`config.mk`:
```
export PLATFORM = sky130hd
export DESIGN_NAME = seg_load_check
export DESIGN_NICKNAME = d
export VERILOG_FILES = /design/src/rtl/seg_pkg.sv /design/src/rtl/seg_load_eval.sv /design/src/rtl/seg_file.sv /design/src/rtl/seg_load_check.sv
export SDC_FILE = /design/constraint.sdc
export NUM_CORES = 1
export LEC_CHECK = 0
export ABC_AREA = 1
export BUFFER_PORTS_ARGS = -buffer_cell sky130_fd_sc_hd__buf_2
export CAP_MARGIN = 15
export CORE_ASPECT_RATIO = 0.6
export CORE_MARGIN = 5
export CORE_UTILIZATION = 50
export CTS_CLUSTER_DIAMETER = 50
export DETAILED_ROUTE_END_ITERATION = 12
export PLACE_DENSITY = 0.69
export RECOVER_POWER = 100
export SLEW_MARGIN = 20
export SYNTH_ARGS = -nofsm -noshare
export SYNTH_HDL_FRONTEND = slang
export SYNTH_SLANG_ARGS = --single-unit
export TNS_END_PERCENT = 100
```
`constraint.sdc`:
```
create_clock -name clk -period 2.6 [get_ports clk]
set_input_delay 0.13 -clock clk [delete_from_list [all_inputs] [get_ports clk]]
set_output_delay 0.13 -clock clk [all_outputs]
set_load 0.005 [all_outputs]
```
`src/rtl/seg_pkg.sv`:
```
// Shared register codes, result codes, vectors and the cache entry layout
// for the segment register load checker.
package seg_pkg;

    // Target register codes as seen on req_seg / rd_seg.
    typedef enum logic [2:0] {
        SEG_CS = 3'd0,
        SEG_SS = 3'd1,
        SEG_DS = 3'd2,
        SEG_ES = 3'd3,
        SEG_FS = 3'd4,
        SEG_GS = 3'd5
    } seg_id_e;

    // Result codes as seen on outcome.
    typedef enum logic [1:0] {
        RES_OK = 2'd0,
        RES_GP = 2'd1,
        RES_NP = 2'd2
    } res_e;

    localparam logic [7:0] VEC_NONE  = 8'd0;
    localparam logic [7:0] VEC_GP    = 8'd13;
    localparam logic [7:0] VEC_SS_NP = 8'd12;
    localparam logic [7:0] VEC_NP    = 8'd11;

    // Descriptor type bit positions.
    localparam int TYP_ACC  = 0;
    localparam int TYP_RW   = 1;
    localparam int TYP_CODE = 3;

endpackage

```
`src/rtl/seg_load_eval.sv`:
```
// Combinational check chain for one segment register load.
// Assumes the descriptor fields belong to the selector's table slot and that
// only the global table is in use. Checks run null, bounds, type, present;
// the first failure decides outcome and vector.
module seg_load_eval
    import seg_pkg::*;
#(
    parameter int SEL_W = 16,
    parameter int LIM_W = 16
) (
    input  logic [2:0]       seg,
    input  logic [SEL_W-1:0] sel,
    input  logic [LIM_W-1:0] limit,
    input  logic [3:0]       typ,
    input  logic             s_bit,
    input  logic             p_bit,
    output res_e             res,
    output logic [7:0]       vec,
    output logic             usable
);

    localparam int CMP_W = (SEL_W > LIM_W) ? SEL_W : LIM_W;

    logic             is_cs;
    logic             is_ss;
    logic             is_data_reg;
    logic             is_null;
    logic [CMP_W-1:0] last_byte;
    logic [CMP_W-1:0] lim_ext;
    logic             bounds_ok;
    logic             type_ok;

    // Decode the target and evaluate each individual test.
    always_comb begin
        is_cs       = (seg == SEG_CS);
        is_ss       = (seg == SEG_SS);
        is_data_reg = (seg == SEG_DS) || (seg == SEG_ES) ||
                      (seg == SEG_FS) || (seg == SEG_GS);
        is_null     = (sel[SEL_W-1:3] == '0);
        last_byte   = CMP_W'({sel[SEL_W-1:3], 3'b111});
        lim_ext     = CMP_W'(limit);
        bounds_ok   = (last_byte <= lim_ext);
        if (!s_bit)
            type_ok = 1'b0;
        else if (is_cs)
            type_ok = typ[TYP_CODE];
        else if (is_ss)
            type_ok = !typ[TYP_CODE] && typ[TYP_RW];
        else if (is_data_reg)
            type_ok = !typ[TYP_CODE] || typ[TYP_RW];
        else
            type_ok = 1'b0;
    end

    // Apply the priority chain and pick the first failing test.
    always_comb begin
        res    = RES_OK;
        vec    = VEC_NONE;
        usable = 1'b1;
        if (is_null) begin
            if (is_data_reg) begin
                usable = 1'b0;
            end else begin
                res = RES_GP;
                vec = VEC_GP;
            end
        end else if (!bounds_ok) begin
            res = RES_GP;
            vec = VEC_GP;
        end else if (!type_ok) begin
            res = RES_GP;
            vec = VEC_GP;
        end else if (!p_bit) begin
            res = RES_NP;
            vec = is_ss ? VEC_SS_NP : VEC_NP;
        end
    end

endmodule

```
`src/rtl/seg_file.sv`:
```
// Visible selectors and hidden cache entries for the segment registers.
// One entry per register, written only on a committed load. A usable write
// forces the accessed bit; an unusable write clears the attributes.
module seg_file #(
    parameter int NUM_SEG = 6,
    parameter int SEL_W   = 16,
    parameter int IDX_W   = 3
) (
    input  logic             clk,
    input  logic             rst_n,
    input  logic             wr_en,
    input  logic [IDX_W-1:0] wr_idx,
    input  logic [SEL_W-1:0] wr_sel,
    input  logic [3:0]       wr_typ,
    input  logic             wr_s,
    input  logic             wr_p,
    input  logic             wr_usable,
    input  logic [IDX_W-1:0] rd_idx,
    output logic [SEL_W-1:0] rd_sel,
    output logic [3:0]       rd_typ,
    output logic             rd_s,
    output logic             rd_p,
    output logic             rd_usable
);

    logic [NUM_SEG-1:0][SEL_W-1:0] sel_q;
    logic [NUM_SEG-1:0][3:0]       typ_q;
    logic [NUM_SEG-1:0]            s_q;
    logic [NUM_SEG-1:0]            p_q;
    logic [NUM_SEG-1:0]            use_q;

    for (genvar g = 0; g < NUM_SEG; g++) begin : g_entry
        // Hold or replace one register's selector and cache entry.
        always_ff @(posedge clk) begin
            if (!rst_n) begin
                sel_q[g] <= '0;
                typ_q[g] <= '0;
                s_q[g]   <= 1'b0;
                p_q[g]   <= 1'b0;
                use_q[g] <= 1'b0;
            end else if (wr_en && (wr_idx == IDX_W'(g))) begin
                sel_q[g] <= wr_sel;
                typ_q[g] <= wr_usable ? (wr_typ | 4'b0001) : 4'b0000;
                s_q[g]   <= wr_usable && wr_s;
                p_q[g]   <= wr_usable && wr_p;
                use_q[g] <= wr_usable;
            end
        end
    end

    // Read mux; codes beyond the register count read as zero.
    always_comb begin
        if (rd_idx < IDX_W'(NUM_SEG)) begin
            rd_sel    = sel_q[rd_idx];
            rd_typ    = typ_q[rd_idx];
            rd_s      = s_q[rd_idx];
            rd_p      = p_q[rd_idx];
            rd_usable = use_q[rd_idx];
        end else begin
            rd_sel    = '0;
            rd_typ    = '0;
            rd_s      = 1'b0;
            rd_p      = 1'b0;
            rd_usable = 1'b0;
        end
    end

    AST_HOLD_WITHOUT_WRITE: assert property (@(posedge clk) disable iff (!rst_n) !wr_en |=> ($stable(sel_q) && $stable(typ_q) && $stable(use_q)));
    AST_ACCESSED_SET: assert property (@(posedge clk) disable iff (!rst_n) (wr_en && wr_usable && (wr_idx < IDX_W'(NUM_SEG))) |=> typ_q[$past(wr_idx)][0]);

endmodule

```
`src/rtl/seg_load_check.sv`:
```
// Segment register load checker top. Captures one request while idle,
// evaluates it in the following cycle, pulses done with the result and,
// on commit only, updates the addressed register. Descriptor fields arrive
// with the request; no privilege or local-table handling.
module seg_load_check
    import seg_pkg::*;
#(
    parameter int NUM_SEG = 6,
    parameter int SEL_W   = 16,
    parameter int LIM_W   = 16
) (
    input  logic             clk,
    input  logic             rst_n,
    input  logic             req_valid,
    input  logic [2:0]       req_seg,
    input  logic [SEL_W-1:0] req_sel,
    input  logic [LIM_W-1:0] req_limit,
    input  logic [3:0]       req_type,
    input  logic             req_s,
    input  logic             req_p,
    output logic             busy,
    output logic             done,
    output logic [1:0]       outcome,
    output logic [7:0]       vector,
    input  logic [2:0]       rd_seg,
    output logic [SEL_W-1:0] rd_sel,
    output logic [3:0]       rd_type,
    output logic             rd_s,
    output logic             rd_p,
    output logic             rd_usable
);

    localparam int IDX_W = 3;

    logic             busy_q;
    logic             done_q;
    res_e             res_q;
    logic [7:0]       vec_q;
    logic [2:0]       cur_seg;
    logic [SEL_W-1:0] cur_sel;
    logic [LIM_W-1:0] cur_limit;
    logic [3:0]       cur_typ;
    logic             cur_s;
    logic             cur_p;
    res_e             eval_res;
    logic [7:0]       eval_vec;
    logic             eval_usable;
    logic             commit;
    logic             accept;

    assign accept = req_valid && !busy_q;
    assign commit = busy_q && (eval_res == RES_OK);

    // Capture the request fields when a new load is accepted.
    always_ff @(posedge clk) begin
        if (!rst_n) begin
            cur_seg   <= '0;
            cur_sel   <= '0;
            cur_limit <= '0;
            cur_typ   <= '0;
            cur_s     <= 1'b0;
            cur_p     <= 1'b0;
        end else if (accept) begin
            cur_seg   <= req_seg;
            cur_sel   <= req_sel;
            cur_limit <= req_limit;
            cur_typ   <= req_type;
            cur_s     <= req_s;
            cur_p     <= req_p;
        end
    end

    // Two-phase control: accept, then report and return to idle.
    always_ff @(posedge clk) begin
        if (!rst_n) begin
            busy_q <= 1'b0;
            done_q <= 1'b0;
            res_q  <= RES_OK;
            vec_q  <= VEC_NONE;
        end else begin
            done_q <= busy_q;
            if (busy_q) begin
                busy_q <= 1'b0;
                res_q  <= eval_res;
                vec_q  <= eval_vec;
            end else if (accept) begin
                busy_q <= 1'b1;
            end
        end
    end

    seg_load_eval #(
        .SEL_W (SEL_W),
        .LIM_W (LIM_W)
    ) u_eval (
        .seg    (cur_seg),
        .sel    (cur_sel),
        .limit  (cur_limit),
        .typ    (cur_typ),
        .s_bit  (cur_s),
        .p_bit  (cur_p),
        .res    (eval_res),
        .vec    (eval_vec),
        .usable (eval_usable)
    );

    seg_file #(
        .NUM_SEG (NUM_SEG),
        .SEL_W   (SEL_W),
        .IDX_W   (IDX_W)
    ) u_file (
        .clk       (clk),
        .rst_n     (rst_n),
        .wr_en     (commit),
        .wr_idx    (cur_seg),
        .wr_sel    (cur_sel),
        .wr_typ    (cur_typ),
        .wr_s      (cur_s),
        .wr_p      (cur_p),
        .wr_usable (eval_usable),
        .rd_idx    (rd_seg),
        .rd_sel    (rd_sel),
        .rd_typ    (rd_type),
        .rd_s      (rd_s),
        .rd_p      (rd_p),
        .rd_usable (rd_usable)
    );

    assign busy    = busy_q;
    assign done    = done_q;
    assign outcome = res_q;
    assign vector  = vec_q;

    AST_ACCEPT_SETS_BUSY: assert property (@(posedge clk) disable iff (!rst_n) (req_valid && !busy_q) |=> busy_q);
    AST_BUSY_THEN_DONE: assert property (@(posedge clk) disable iff (!rst_n) busy_q |=> (done_q && !busy_q));
    AST_DONE_ONE_CYCLE: assert property (@(posedge clk) disable iff (!rst_n) done_q |=> !done_q);
    AST_SS_WRITABLE_DATA: assert property (@(posedge clk) disable iff (!rst_n) (commit && (cur_seg == SEG_SS)) |-> (!cur_typ[TYP_CODE] && cur_typ[TYP_RW] && cur_s));
    AST_NP_NEEDS_ABSENT: assert property (@(posedge clk) disable iff (!rst_n) (busy_q && (eval_res == RES_NP)) |-> !cur_p);
    AST_UNUSABLE_ONLY_DATA: assert property (@(posedge clk) disable iff (!rst_n) (commit && !eval_usable) |-> (cur_seg >= 3'(SEG_DS)));

endmodule

```
Yosys cells after proc, flatten, opt, wreduce, memory -nomap -nowiden:

Index checks and enable logic that the tools add are counted.

* memory bits (read-only): 0
* logic and storage cells: 104
* memory bits (writable): 0
* latch bits: 0
* output and inout bits: 35
* bits in registers: 191
* input bits: 47
* memories kept: 0

* $add $sub $neg: 0
* div/mod/pow operators: 0
* bitwise operators: 1
* muxes and demuxes: 34
* multipliers: 0
* equality and inequality tests: 5
* shift operators: 0
* reductions and logical operators: 21
* magnitude comparators: 3

Operators by type and width (number)
* $bmux W16 S3: 1
* $mux W16: 2
* $mux W8: 4
* $le A16 B16 Y1: 1
* $mux W4: 4
* $mux W1: 14
* $logic_not A13 Y1: 1
* $bmux W4 S3: 1
* $logic_and A1 B1 Y1: 11
* $bmux W1 S3: 3
* $mux W2: 4
* $eq A3 B2 Y1 const B: 2
* $eq A3 B3 Y1 const B: 2
* $logic_or A1 B1 Y1: 4
* $lt A3 B4 Y1 const B: 1
* $eq A3 B1 Y1 const B: 1
* $logic_not A3 Y1: 1
* $lt A3 B3 Y1 const B: 1
* $mux W3: 1
* $logic_not A1 Y1: 2
* $logic_not A2 Y1: 1
* $reduce_or A2 Y1: 1
* $not A1 Y1: 1

Longest topological paths before layout:

Gate-level depths: netlist (run 1).

* word-level depth: 14
* depth in mapped cells: 16
* depth with buffers taken out: 15

Cells and area by module:

From an unflattened synthesis (run 1), not the netlist that was laid out.

* cells, all modules: 1543
* area, all modules: 9427.8 µm²

Modules (own cells, without submodules)
* seg_file: sequential area each 2642.5 µm², area each 6645.1 µm², cells an instance 1115, instances 1
* seg_load_check: sequential area each 1061.0 µm², area each 2179.6 µm², cells an instance 316, instances 1
* seg_load_eval: sequential area each 0.0 µm², area each 603.1 µm², cells an instance 112, instances 1

Worst setup path before layout (run 1):

No wires, ideal clock.

* kind: register to register
* start: reg cur_sel[14]
* end: reg u_file.sel_q[29] (netlist name)
* library setup time: 112 ps
* clock period less this slack: 2009 ps
* stages on the path, launching flop included: 15
* path buffers: 2
* data required time: 2488 ps
* data arrival time: 1897 ps
* slack: 591 ps
* cells stage by stage: dfxtp_1 ha_1 nand2_1 nor2_1 nand2_1 nor2_1 nand3b_1 nand2_1 nand2_1 nand2_4 nand4_4 buf_6 buf_6 nor2_2 nor2_1

* longest elaborated chain between the ends: 6
* elaborated cells on any way between the ends: 7
* those cells by class: order compare (1); mux (2); reduce/logical (4)

Ends and longest elaborated chain
* from (decl): RTL line seg_load_check.sv:40 `logic [SEL_W-1:0] cur_sel;`
* from (signal assigned): RTL line seg_load_check.sv:65 `cur_sel <= req_sel;`
* $le A16 B16 Y1: RTL line seg_load_eval.sv:42 `bounds_ok = (last_byte <= lim_ext);`
* $mux W2: RTL line seg_load_eval.sv:67 `end else if (!bounds_ok) begin`
* $mux W2 (*): RTL line seg_load_eval.sv:60 `if (is_null) begin`
* $logic_not A2 Y1 (*): RTL line seg_load_check.sv:52 `assign commit = busy_q && (eval_res == RES_OK);`
* $logic_and A1 B1 Y1 (*): RTL line seg_load_check.sv:52
* $logic_and A1 B1 Y1 (*): RTL line seg_file.sv:41 `end else if (wr_en && (wr_idx == IDX_W'(g))) begin`
* to (signal, indexed assignment): RTL line seg_file.sv:42 `sel_q[g] <= wr_sel;`
* to (decl): RTL line seg_file.sv:26 `logic [NUM_SEG-1:0][SEL_W-1:0] sel_q;`

Mark *: on every way between the ends. The rest lies on a longest branch, timed or not.
A chain may end at the register's enable or synchronous reset.

Final worst setup path (run 1):

* start: reg cur_sel[6]
* end: reg u_file.sel_q[36] (netlist name)

The elaborated chain is that of the path after synthesis.

==> results_dict.tcl, run 1 <==
set metrics [dict create \
    syn_avg_cell_area_um2 6.464 \
    ir_drop_uv 453.3 \
    final_hold_viol_count 0 \
    cts_tree "yes" \
    post_synth_main_area_contributors "dfxtp_1 42%, nand2_1 15%, nor2_1 12%" \
    clk-insertion-delay-late_ns 0.42 \
    power.share.switching_pct 25.87 \
    clockRootBuffer "clkbuf_16" \
    dieHeight_um 112.0 \
    timing.max_slew.rel_slack_pct 13.44 \
    seq_area_mm2 0.003605 \
    setup-tns-final_ns 0 \
    drt.antenna.violating_nets 0 \
    synth.yosys.seq_area_share_pct 41.54 \
    nFillCells 1566 \
    design.core.area_mm2 0.01708 \
    antenna_cells_inserted 0 \
    num_vias 7955 \
    rsz_0062_raised_after_global_routing "no" \
    drc 0 \
    design.die.area_mm2 0.02017 \
    reg2reg_to "u_file.sel_q[36]$_SDFFE_PN0P_" \
    final_max_slew_viol_count 0 \
    wirelength_um 21940 \
    wire_per_inst_um 13.22 \
    leakage_nw 5.245 \
    whs_path_depth 3 \
    post_synth_num_cell_types 28 \
    dp_slack_ns 0.1788 \
    place.gp.congestion 0.8490 \
    number_of_top_level_design_ports 82 \
    holdCritPathClass "input port to flip-flop" \
    first_global_vias 7140 \
    cts_inserted_buffers 17 \
    grt_start_max_net_pins 69 \
    min_period_ns 2.325 \
    synth.most_common_cell "nand2_1" \
    run_status "finished clean" \
    total_switching_power_mw 1.619 \
    drt_pass1_iterations 5 \
    clk_path_buf_depth 2 \
    cp-end-kind "flip-flop" \
    crit_path_start_kind "flip-flop" \
    ff2ff_setup_slack_ns 0.27 \
    setup_viol 0 \
    route.detailed.vias_per_inst 4.792 \
    post-dp-hpwl_um 12890 \
    timing.final.crit_share_pct 89.43 \
    reg2reg_from "cur_sel[6]$_SDFFE_PN0P_" \
    start_util_pct 50.78 \
    synthDominantCellAreaShare_pct 41.54 \
    dominantRegCellSynth "dfxtp_1" \
    placement.io_buffers 76 \
    clk_pin_slew_ns 0.07 \
    setup.worst_path.start "cur_sel[6]$_SDFFE_PN0P_" \
    yosys_register_bits 180 \
    pwr-share-clk_pct 43.9 \
    r2r_depth 15 \
    wire_length_of_the_first_global_routing_pass_um 35760 \
    syn_to_final_growth_pct 16.85 \
    max_cap_viols 0 \
    syn_area_mm2 0.008675 \
    synth_top_area_cell "dfxtp_1" \
    initial_antenna_violation_count 0 \
    achievable-frequency_mhz 430.1 \
    die_w_um 180.0 \
    fin_nets 1473 \
    drt_iter0_markers 643 \
    grt_remaining_overflow 0 \
    combPwrFrac_pct 10.1 \
    total_routing_usage_gr_pct 21.19 \
    critPathArrivalTime_ns 2.68 \
    min_to "cur_sel[3]$_SDFFE_PN0P_" \
    worstHoldStart "req_sel[3]" \
    seq_power_share_pct 46.0 \
    ys_warn_count 0 \
    worst_ep_required_time_ns 2.96 \
    synthTopCellsByCount "349 x nand2_1, 267 x nor2_1, 180 x dfxtp_1, 180 x inv_1, 132 x o21ai_0" \
    layout-drive-gt1-share_pct 8.836 \
    post-route-worst-setup-slack_ns 0.2748 \
    transition_time_of_the_tightest_slew_check_pin_ns 1.298 \
    post_synth_inst_count 1342 \
    crit_path_max_fanout 43 \
    pwr_density_cell_mw_per_mm2 617.5 \
    post-cts-setup-buffer-count 0 \
    asyncSetResetFlopFracSynth_pct 0 \
    multiInputGateArea_mm2 0.003954 \
    internal_power_mw 4.640 \
    criticalPathCategory "flip-flop to flip-flop" \
    cts-htree-levels 4 \
    final_skew_ns 0.01007 \
    std_cell_rows 37 \
    number_of_enable_flip_flop_cells_after_synthesis 0 \
    clock_sink_count 180 \
]
==> cell type report <==
type / instances / area share, %
Inverter: 184 / 6.814
Tap cell: 234 / 2.889
Sequential cell: 180 / 35.56
Timing Repair Buffer: 135 / 9.542
Multi-Input combinational cell: 895 / 39.01
Clock buffer: 20 / 4.506
Clock inverter: 12 / 1.679
==> registers in the layout, indices dropped and copies added (netlist names) <==
register and flops:
vector 4, cur_p 1, done 1, cur_limit 16, outcome 2, cur_s 1
cur_sel 16, busy 1, cur_typ 3, u_file.p_q 6, u_file.typ_q 24, cur_seg 3
u_file.sel_q 96, u_file.s_q 6
==> cells in the final DEF (no fill, tap or decap), types with 2 or more instances in the layout <==
cell type        n
nand2_1        348
nor2_1         266
inv_1          180
dfxtp_1        179
o21ai_0        132
a21oi_1         65
buf_2           48
dlygate4sd3_1   33
clkbuf_1        27
o211ai_1        22
clkbuf_16       18
buf_4           17
ha_1            13
nand4_1         11
nand3_1         10
nor3_1           7
nor2_2           6
buf_12           6
conb_1           4
clkinv_4         4
inv_6            3
bufinv_16        3
clkbuf_2         3
inv_2            2
clkinv_1         2
nand2_4          2
nand4_4          2
a21oi_2          2
clkbuf_8         2
==> what timing repair did <==
item	4_1_cts	5_1_grt
hold buffers	33	0
endpoints found under the setup margin	0	80
resized for setup	0	4
endpoints found under the hold margin	33	0
==> worst max-delay path by stage <==
stage,end,slack [ns]
2_1_floorplan,u_file.sel_q[29]$_SDFFE_PN0P_,0.59
6_report,u_file.sel_q[36]$_SDFFE_PN0P_,0.27
3_5_place_dp,u_file.sel_q[7]$_SDFFE_PN0P_,0.18
5_1_grt,u_file.s_q[2]$_SDFFE_PN0P_,0.04
3_3_place_gp,u_file.sel_q[85]$_SDFFE_PN0P_,0.22
4_1_cts,u_file.sel_q[94]$_SDFFE_PN0P_,0.16
==> worst max-delay path: stages, from the launching register on <==
cell and delay [ns]:
dfxtp_1 0.54, ha_1 0.30, nand2_1 0.08, nor2_1 0.06, nand2_1 0.05, nand3_1 0.06
nand2_1 0.08, nand2_1 0.07, nand2_2 0.13, nand2_1 0.11, nand2_4 0.12, nand4_1 0.15
buf_12 0.23, nand2_1 0.08, nand2_1 0.05, nor2_1 0.12
==> layer usage <==
| metal | part of all wire (%) | global-route usage (%) | up-vias |
|---|---|---|---|
| met3 | 5.0 | 3.206 | 16 |
| li1 | - | - | 4231 |
| met1 | 51 | 30.90 | 3515 |
| met4 | 0.96 | 5.690 | 0 |
| met5 | 0 | 0 | - |
| met2 | 43 | 33.03 | 193 |
==> power by group through the flow <==
| stage | combinational (mW) | clock (mW) | sequential, mW |
|---|---|---|---|
| 3_5_place_dp | 0.593 | 0 | 2.94 |
| 6_report | 0.631 | 2.75 | 2.88 |
| 2_1_floorplan | 0.393 | 0 | 2.93 |
| 3_3_place_gp | 0.585 | 0 | 2.94 |
| 5_1_grt | 0.717 | 2.90 | 2.89 |
| 4_1_cts | 0.633 | 2.78 | 2.88 |
==> cells by family (layout without fill, tap and decap cells) <==
group           Yosys count  after routing  share of synthesized area [%]
simple gates            656            656                          30.30
buf+inv                 270            351                          12.49
compound gates          221            221                          13.56
flops                   180            180                          41.54
fa+ha+maj                13             13                          1.875
other cells               1              4                        0.04323
xor+xnor                  1              1                         0.1876
==> stage by stage <==
step / instance area [um2] / hold slack, ns / power [mW] / instances / util (%)
after floorplan: 8686 / 0.2642 / 3.322 / 1345 / -
after global placement: 9246 / 0.3536 / 3.527 / 1594 / 54.13
after detailed placement: 9246 / 0.3617 / 3.536 / 1594 / 54.13
after CTS: 10200 / 0.005556 / 6.289 / 1659 / 59.73
after global routing: 10140 / 0.03982 / 6.503 / 1660 / 59.33
final: 10140 / 0.01930 / 6.259 / 1660 / 59.33
Power figures use the tool's default switching activity.
==> run 2: changes to the inputs <==
==> constraint.sdc (replaced) <==
create_clock -name clk -period 2.52 [get_ports clk]
set_input_delay 0.126 -clock clk [delete_from_list [all_inputs] [get_ports clk]]
set_output_delay 0.126 -clock clk [all_outputs]
set_load 0.005 [all_outputs]
==> run 2 against run 1 <==
  * Register-to-register slack worse by 0.11 ns
  * Sequential power is 3% higher
  * Hold slack worse by 0.013 ns
  * Via count is 2.3% higher
  * Die area stayed put
  * Cell count is 0.66% higher
  * Setup slack worse by 0.11 ns
  * First-iteration DRC count is 0.31% higher
==> results_dict.tcl, run 2 (synthesis results as in run 1) <==
set metrics [dict create \
    run_status "finished clean" \
    cts_tree "yes" \
    cp-end-kind "flip-flop" \
    flip_flop_count_of_the_largest_register_after_layout 96 \
    pwr_density_cell_mw_per_mm2 611.9 \
    wire_per_inst_um 14.08 \
    critPathArrivalTime_ns 2.67 \
    std_cell_rows 37 \
    internal_power_mw 4.647 \
    dieHeight_um 112.0 \
    clk_path_buf_depth 2 \
    dp_slack_ns 0.1043 \
    criticalPathCategory "flip-flop to flip-flop" \
    setup_viol 0 \
    total_routing_usage_gr_pct 21.29 \
    mostFrequentLayoutCells "346 x nand2_1, 265 x nor2_1, 181 x inv_1" \
    final_util_pct 60.65 \
    final_max_slew_viol_count 0 \
    max_cap_viols 0 \
    leakage_nw 5.351 \
    syn_to_final_growth_pct 19.43 \
    design.core.area_mm2 0.01708 \
    seq_power_share_pct 46.9 \
    die_w_um 180.0 \
    start_util_pct 50.78 \
    clockRootBuffer "clkbuf_16" \
    rsz_0062_raised_after_global_routing "no" \
    crit_path_max_fanout 10 \
    wirelength_um 23520 \
    grt_start_max_net_pins 75 \
    achievable-frequency_mhz 424.3 \
    drt_pass1_iterations 5 \
    crit_path_start_kind "flip-flop" \
    drc 0 \
    placement.io_buffers 76 \
    largest_registers "u_file.sel_q: 96 flops, u_file.typ_q: 24 flops" \
    post-route-worst-setup-slack_ns 0.1631 \
    transition_time_of_the_tightest_slew_check_pin_ns 0.9771 \
    cts_inserted_buffers 17 \
    cts-htree-levels 4 \
    timing.max_slew.rel_slack_pct 34.86 \
    nFillCells 1611 \
    clk_pin_slew_ns 0.07 \
    design_power_total_mw 6.339 \
    drt_iter0_markers 645 \
    layout-drive-gt1-share_pct 10.51 \
    post-dp-hpwl_um 13110 \
    ir_drop_uv 445.9 \
    holdCritPathClass "input port to flip-flop" \
    power.share.switching_pct 26.70 \
    design.die.area_mm2 0.02017 \
    final_hold_viol_count 0 \
    grt_remaining_overflow 0 \
    timing.final.crit_share_pct 93.53 \
    hold-worst-slack_ns 0.006083 \
    combPwrFrac_pct 11.0 \
    clock_sink_count 180 \
    drt.antenna.violating_nets 0 \
    setup-tns-final_ns 0 \
    route.detailed.vias_per_inst 4.870 \
    worst_ep_required_time_ns 2.83 \
    clk-insertion-delay-late_ns 0.42 \
    first_global_vias 7333 \
    number_of_top_level_design_ports 82 \
    total_switching_power_mw 1.692 \
    final_skew_ns 0.01335 \
    min_period_ns 2.357 \
    fin_nets 1485 \
    pwr-share-clk_pct 42.1 \
    regMostFlops "u_file.sel_q" \
    place.gp.congestion 0.8300 \
    layout.cells.most_common "nand2_1" \
    wire_length_of_the_first_global_routing_pass_um 35990 \
    num_vias 8137 \
    antenna_cells_inserted 0 \
    initial_antenna_violation_count 0 \
]
## run 2: cell types whose count changed in the layout (fill, tap and decap cells not counted), moves of 3 or more
cell       delta
a21oi_2       +3
nand4_1       -3
dfxtp_2       +3
buf_4         +3
dfxtp_1       -3
a21oi_1       -3
clkbuf_16     +5
## run 2: critical path: stages, from the launching register on
cell and delay [ns]:
dfxtp_1 0.34, clkbuf_1 0.23, or2_2 0.35, nor3_1 0.16
nand2_1 0.22, inv_2 0.19, nand2_4 0.14, nand4_4 0.23
clkbuf_16 0.22, nand2_1 0.06, nand2_1 0.06, nor2_1 0.05
## run 2: metrics by stage
step                area, um2  std cells
CTS                     10170       1659
detailed placement       9274       1596
global route            10360       1671
global placement         9274       1596
floorplan                8686       1345
finish                  10360       1671
## run 2: what timing repair did
action,in CTS,in global routing
setup buffers,0,5
hold buffers,32,0
hold endpoints to repair,32,0
setup endpoints to repair,0,119
gates resized for setup,0,14
## run 2: worst paths after layout
| kind | startpoint | end | slack (ns) | cells after the start |
|---|---|---|---|---|
| min reg2reg | u_file.typ_q[7]$_SDFFE_PN0P_ | u_file.typ_q[7]$_SDFFE_PN0P_ | 0.45 | 2 |
| max reg2reg | cur_sel[13]$_SDFFE_PN0P_ | u_file.sel_q[8]$_SDFFE_PN0P_ | 0.16 | 11 |
| max | cur_sel[13]$_SDFFE_PN0P_ | u_file.sel_q[8]$_SDFFE_PN0P_ | 0.16 | 11 |
| min | req_limit[7] | cur_limit[7]$_SDFFE_PN0P_ | 0.006 | 3 |
## run 2: power by group through the flow
| stage | clock, mW | sequential (mW) | combinational, mW |
|---|---|---|---|
| 5_1_grt | 2.82 | 2.98 | 0.781 |
| 4_1_cts | 2.70 | 2.97 | 0.664 |
| 2_1_floorplan | 0 | 3.02 | 0.405 |
| 3_5_place_dp | 0 | 3.04 | 0.622 |
| 3_3_place_gp | 0 | 3.03 | 0.612 |
| 6_report | 2.67 | 2.97 | 0.696 |
## run 2: final cells by class
| type | count | area (um2) | area share, % |
|---|---|---|---|
| inverter | 184 | 690.7 | 6.667 |
| tap | 234 | 292.8 | 2.826 |
| timing repair buffer | 147 | 1150 | 11.10 |
| clock inverter | 12 | 146.4 | 1.413 |
| multi-input combinational | 895 | 4039 | 38.99 |
| sequential | 180 | 3608 | 34.83 |
| clock buffer | 19 | 432.9 | 4.179 |
## run 2: metal layers
layer	global-route usage (%)	share of wire [%]
met1	29.74	49
met2	35.42	44
met3	3.627	6.4
met4	3.776	0.91
met5	0	0
